$ cat src/rtl/flash_swap_remap.sv
module flash_swap_remap #(
  parameter int ADDR_W    = 21,
  parameter int BASE_LOG2 = 11,
  parameter int MAX_CODE  = 6,
  parameter int STATE_W   = 2,
  parameter int SIZE_W    = 6
) (
  input  logic              clk,
  input  logic              rst_n,
  input  logic              cfg_load,
  input  logic [STATE_W-1:0] cfg_state_in,
  input  logic [SIZE_W-1:0]  cfg_size_in,
  input  logic [ADDR_W-1:0]  cpu_addr,
  output logic [ADDR_W-1:0]  phys_addr,
  output logic [STATE_W-1:0] stat_state,
  output logic [SIZE_W-1:0]  stat_size,
  output logic               swap_active
);

  localparam int TOP_BIT = BASE_LOG2 + MAX_CODE;
  localparam logic [STATE_W-1:0] ST_SWAP = STATE_W'(1);

  logic [STATE_W-1:0] state_q;
  logic [SIZE_W-1:0]  size_q;
  logic               code_ok;
  logic [ADDR_W-1:0]  flip_mask;

  always_ff @(posedge clk or negedge rst_n) begin
    if (!rst_n) begin
      state_q <= '0;
      size_q  <= '0;
    end else if (cfg_load) begin
      state_q <= cfg_state_in;
      size_q  <= cfg_size_in;
    end
  end

  assign code_ok     = (size_q != '0) && (size_q <= SIZE_W'(MAX_CODE));
  assign swap_active = (state_q == ST_SWAP) && code_ok;

  always_comb begin
    flip_mask = '0;
    for (int k = 1; k <= MAX_CODE; k++) begin
      if (swap_active && (size_q == SIZE_W'(k)) &&
          ((cpu_addr >> (BASE_LOG2 + k)) == '0))
        flip_mask[BASE_LOG2 + k - 1] = 1'b1;
    end
  end

  assign phys_addr  = cpu_addr ^ flip_mask;
  assign stat_state = state_q;
  assign stat_size  = size_q;

  a_r1_reset_clear: assert property (@(posedge clk)
    $rose(rst_n) |-> (stat_state == '0 && stat_size == '0));

  a_r2_load_capture: assert property (@(posedge clk) disable iff (!rst_n)
    cfg_load |=> (stat_state == $past(cfg_state_in) && stat_size == $past(cfg_size_in)));

  a_r2_hold: assert property (@(posedge clk) disable iff (!rst_n)
    !cfg_load |=> ($stable(stat_state) && $stable(stat_size)));

  a_r5_above_window: assert property (@(posedge clk) disable iff (!rst_n)
    ((cpu_addr >> TOP_BIT) != '0) |-> (phys_addr == cpu_addr));

  a_r6_idle_passthru: assert property (@(posedge clk) disable iff (!rst_n)
    !swap_active |-> (phys_addr == cpu_addr));

  a_r8_single_bit: assert property (@(posedge clk) disable iff (!rst_n)
    $countones(phys_addr ^ cpu_addr) <= 1);

  a_r9_active_state: assert property (@(posedge clk) disable iff (!rst_n)
    swap_active |-> (stat_state == ST_SWAP && stat_size != '0));

endmodule

$ cat config.mk
export PLATFORM = sky130hd
export DESIGN_NAME = flash_swap_remap
export DESIGN_NICKNAME = d
export VERILOG_FILES = /design/src/rtl/flash_swap_remap.sv
export SDC_FILE = /design/constraint.sdc
export NUM_CORES = 1
export LEC_CHECK = 0
export ABC_AREA = 1
export BUFFER_PORTS_ARGS = -buffer_cell sky130_fd_sc_hd__buf_2
export CELL_PAD_IN_SITES_DETAIL_PLACEMENT = 0
export CELL_PAD_IN_SITES_GLOBAL_PLACEMENT = 1
export CORE_ASPECT_RATIO = 0.75
export CORE_UTILIZATION = 28
export CTS_BUF_LIST = sky130_fd_sc_hd__clkbuf_4 sky130_fd_sc_hd__clkbuf_8
export DETAILED_ROUTE_END_ITERATION = 8
export PLACE_DENSITY_LB_ADDON = 0.1
export SYNTH_ARGS = -nofsm -noshare
export SYNTH_HDL_FRONTEND = slang
export SYNTH_SLANG_ARGS = --single-unit
$ cat constraint.sdc
create_clock -name clk -period 1.7 [get_ports clk]
set_input_delay 0 -clock clk [delete_from_list [all_inputs] [get_ports clk]]
set_output_delay 0 -clock clk [all_outputs]
set_load 0.02 [all_outputs]
==> results of run 1 <==
-- flip-flops by register name, indices dropped and copies added (netlist names) --
register,cells
stat_size,6
stat_state,2
-- kinds of logic after synthesis --
group                     share of synthesized area [%]
DFF                                                25.8
muxes                                              1.45
and+or+nand+nor                                    44.2
AOI/OAI and AO/OA                                  6.61
buffers and inverters                              20.8
xor gates and xnor gates                           1.13
-- routing by layer --
metal	vias up	share of wire [%]	global-route usage [%]
li1	409	-	-
met1	326	50	15.6
met2	35	42	21.3
met3	4	7.3	5.24
met4	0	0.75	3.72
met5	-	0	0
-- cells in the final DEF, fill, tap and decap left out, drive strengths merged --
cell type    Yosys  layout
nand2           30      30
nand3b           4       4
inv             12      12
mux2             1       1
o21ai            7       7
a21oi            1       2
dlygate4sd3      0       8
nand4            4       4
nand3            7       7
xor2             1       1
nor2            19      19
buf             15      39
clkbuf           1       3
dfrtp            8       8
-- area by class of cell --
class	count	share of cell area, %
sequential	8	19.4
clock buffer	3	4.00
tap	36	4.36
multi-input combinational	75	41.2
inverter	12	4.36
timing repair buffer	47	26.7
-- where the power goes --
group	leakage (nW)	switching [W]	internal, W
Sequential	0.0967	0.0000258	0.000209
Combinational	0.389	0.000133	0.0000839
Clock	0.0216	0.0000732	0.000153
Total	0.507	0.000232	0.000446
-- worst max-delay path by stage --
stage	to	slack [ns]	cells past startpoint
floorplan	phys_addr[11]	0.32	5
global placement	phys_addr[13]	0.37	6
detailed placement	phys_addr[12]	0.35	7
CTS	phys_addr[12]	0.10	7
global route	phys_addr[11]	0.02	7
finish	phys_addr[14]	0.14	7
-- worst max-delay path: stages (launching register included) --
cell     delay (ns)
dfrtp_1        0.44
nor2_8         0.20
nand3_4        0.13
a21oi_4        0.23
nand2_1        0.08
nand2_1        0.06
nand2_1        0.04
buf_2          0.15
-- through the flow --
| stage | cells | setup slack [ns] |
|---|---|---|
| after floorplan | 110 | 0.317 |
| after global placement | 169 | 0.368 |
| after detailed placement | 169 | 0.347 |
| after CTS | 180 | 0.102 |
| after global routing | 181 | 0.0208 |
| final | 181 | 0.137 |
-- timing repair --
item | 4_1_cts | 5_1_grt
resized for setup | 0 | 2
endpoints found under the hold margin | 15 | 0
setup endpoints to repair | 0 | 4
hold buffers | 8 | 0
==> metrics, run 1 <==
initial drt markers=23; Clock Latency Late Sink=0.23 ns; reg2reg path depth=1; fin util=39.4%; post-synth top area share=25.8%; Final Wtd Congestion=0.777; Final #Nets=179; die width=62.8 um; FMAX=0.640 GHz; Hold Crit Start=cpu_addr[10]; Post-synth top cells=29 x nand2_1, 15 x buf_4, 14 x nor2_1; WS Path Type=reg -> out; most frequent cell after synthesis=nand2_1; post-CTS setup buffer count=0; DRC viols=0; Hold Worst Slack=0.00000885 ns; routed wire length=1880 um; IO buf count=39; DR vias/cell=4.28; final setup fails=0; crit end category=primary output; fillers=282; multi-input logic area=425 sq um; ANT nets after route=0; total gr overflow=0; Post-Synthesis Cells=110; share of cells above drive strength 1=40.7%; CTS root buffer=clkbuf_8; I/O pin total=62; synth warn=0; final count of hold timing violations=0; Synth area leader=dfrtp_1; Layout area overhead=33.1%; Die ar.=0.00299 sq mm; Detailed Place HPWL=1470 um; global router's overall resource usage=12.7%; initial core utilization=29.6%; synthesized area per cell=7.05 sq um; Core Rows=16; # H-tree levels=1; synth unique cells=20; maximum buffer depth of the clock tree=2; FF-to-FF Start=stat_state[1]; max-slew violation count=0; Post-synth EDFFs=0; hold endpoint=phys_addr[10]; Antenna Cells=0; largest net degree at the start of global routing=16; largest cells by area after synthesis=dfrtp_1 26%, buf_4 15%, nand2_1 14%; asr flop ratio synth=100%; final instance area=0.00103 sq mm; data arrival time of the worst path=1.56 ns; vias=774; DRT Pass-1 Iters=4; Setup crit start=stat_size[5]; CTS buffer count=3; Tmin final=1.56 ns; CTS clock-pin slew for the worst setup and hold paths=0.04 ns; setup TNS=0 ns; status=complete, no violations; DR WL/cell=10.4 um; unrepaired setup endpoints after global routing=no; Crit Reg-Reg Endpoint=stat_state[1]; number of max-cap violations=0; Worst Hold Class=in -> out; Synth Register Bits=8; DP Area=900 sq um; flop2flop setup slack=0.94 ns; register area=200 sq um; Main synth FF type=dfrtp_1; Clock Sinks=8; Leak=0.507 nW; Worst Tran Pin Value=0.223 ns; Clock Skew=0 ns; CTS tree=built; worst hold path depth=0; pwr dens=656 mW/mm^2; Tot Pwr=0.000677 W; register area share after synthesis=25.8%; antenna violations before repair=0; syn nets=142; Post-Syn Area=776 sq um; Die Span Y=47.6 um; Slew headroom=85.2%; VDD IR max=0.000390 V; CP Max Fanout=6; first-pass GRT wire length=2880 um; CP Data Required Time=1.70 ns; Startpoint Class=flop; core area=0.00262 sq mm; vias in the first global route=660; Tcrit/Tclk final=92.0%
(Power assumes the default switching activity.)
==> run 2: changes to the inputs <==
==> constraint.sdc (replaced) <==
create_clock -name clk -period 1.8 [get_ports clk]
set_input_delay 0 -clock clk [delete_from_list [all_inputs] [get_ports clk]]
set_output_delay 0 -clock clk [all_outputs]
set_load 0.02 [all_outputs]
==> metrics, run 2 (same netlist as run 1, synthesis figures left out) <==
max reg flops=6 (unchanged); pre-CTS WS=0.447 ns (+0.100 ns); global router's overall resource usage=12.7% (unchanged); Slew headroom=83.5% (-1.7 points); antenna violations before repair=0 (unchanged); Final Wtd Congestion=0.777 (unchanged); total gr overflow=0 (unchanged); ANT nets after route=0 (unchanged); IO buf count=39 (unchanged); CP Data Required Time=1.80 ns (+0.10 ns); maximum buffer depth of the clock tree=2 (unchanged); CP Max Fanout=9 (+3); # H-tree levels=1 (unchanged); data arrival time of the worst path=1.58 ns (+0.02 ns); crit end category=primary output; Crit Reg-Reg Endpoint=stat_size[3]; flop2flop setup slack=1.02 ns (+0.08 ns); initial core utilization=29.6% (unchanged); Tot Pwr=0.000635 W (-6.2%); FMAX=0.631 GHz; Tcrit/Tclk final=88.0%; die width=62.8 um (unchanged); Layout area overhead=31.6%; Tmin final=1.58 ns; Clock Sinks=8 (unchanged); Die Span Y=47.6 um (unchanged); routed wire length=1810 um (-3.5%); DRC viols=0 (unchanged); most common cell after layout, fill and taps aside=buf_2; Clock Latency Late Sink=0.23 ns (about the same); Antenna Cells=0 (unchanged); first-pass GRT wire length=2880 um (unchanged); VDD IR max=0.000368 V (-5.7%); post-route setup slack=0.216 ns (+0.0790 ns); FF-to-FF Start=stat_size[3]; CTS tree=built; reg2reg path depth=2 (+1); initial drt markers=28 (+22%); Clock Skew=0 ns (unchanged); final instance area=0.00102 sq mm (-1.1%); I/O pin total=62 (unchanged); most frequent cells in the layout=39 x buf_2, 29 x nand2_1, 14 x nor2_1, 9 x inv_1; fillers=282 (unchanged); Hold Crit Start=cpu_addr[10]; met3 WL=139 um (+1.5%); hold endpoint=phys_addr[10]; met2 WL=753 um (-4.1%); CTS clock-pin slew for the worst setup and hold paths=0.04 ns (about the same); DP Area=900 sq um (unchanged); DR WL/cell=10.1 um (-2.9%); pwr dens=622 mW/mm^2 (-5.2%); Startpoint Class=flop; core area=0.00262 sq mm (unchanged); WL met1=906 um (-3.8%); final count of hold timing violations=0 (unchanged); worst hold path depth=0 (unchanged); Core Rows=16 (unchanged); vias=778 (+0.52%); unrepaired setup endpoints after global routing=no; Worst Tran Pin Value=0.248 ns (+0.0249 ns); largest net degree at the start of global routing=16 (unchanged); CTS root buffer=clkbuf_8; max-slew violation count=0 (unchanged); setup TNS=0 ns (unchanged); DRT Pass-1 Iters=4 (unchanged); CTS buffer count=3 (unchanged); WS Path Type=reg -> out; Detailed Place HPWL=1470 um (unchanged); share of cells above drive strength 1=38.9% (-1.8 points); max layer used=met4; Worst Hold Class=in -> out; final setup fails=0 (unchanged); Final #Nets=178 (-0.56%); status=complete, no violations; Setup crit start=stat_size[5]; Die ar.=0.00299 sq mm (unchanged); fin util=38.9% (-0.43 points); DR vias/cell=4.32 (+1.1%); number of max-cap violations=0 (unchanged); Leak=0.507 nW (about the same); vias in the first global route=660 (unchanged)
-- run 2: per-layer routing --
| metal | vias to the layer above | GRT usage [%] |
|---|---|---|
| met4 | 0 | 3.72 |
| li1 | 404 | - |
| met3 | 4 | 5.24 |
| met1 | 333 | 15.6 |
| met5 | - | 0 |
| met2 | 37 | 21.3 |
-- run 2: what timing repair did --
action	CTS	global route
setup buffers	0	0
hold buffers	8	0
resized for setup	0	0
hold endpoints to repair	15	0
-- run 2: power breakdown --
part,switching [W],total [W],internal (W)
Clock,0.0000691,0.000214,0.000145
Sequential,0.0000240,0.000221,0.000197
Combinational,0.000122,0.000200,0.0000783
Total,0.000215,0.000635,0.000420
-- run 2: through the flow --
stage	std cells	hold WS (ns)
2_1_floorplan	110	-0.296
5_1_grt	180	0.0000319
4_1_cts	180	0.000236
6_report	180	0.00000885
3_5_place_dp	169	-0.143
3_3_place_gp	169	-0.144
-- run 2: worst max path at each step --
stage | to | slack [ns] | depth (start not counted)
4_1_cts | phys_addr[12] | 0.20 | 7
3_3_place_gp | phys_addr[13] | 0.47 | 6
3_5_place_dp | phys_addr[12] | 0.45 | 7
6_report | phys_addr[14] | 0.22 | 7
2_1_floorplan | phys_addr[11] | 0.42 | 5
5_1_grt | phys_addr[15] | 0.04 | 10
-- run 2: area by class of cell --
cell class	count	area [sq um]	share of cell area [%]
clock buffers	3	41.3	4.04
repair buffers	47	275	27.0
inverters	12	45.0	4.41
well taps	36	45.0	4.41
flip-flops and latches	8	200	19.6
multi-input cells	74	414	40.6
-- run 2: worst max-delay path: stages, from the launching register on --
cell     delay, ns
dfrtp_1       0.44
nor2_8        0.20
nand3_4       0.10
a21oi_4       0.27
nand2_1       0.09
nand2_1       0.06
nand2_1       0.04
buf_2         0.15
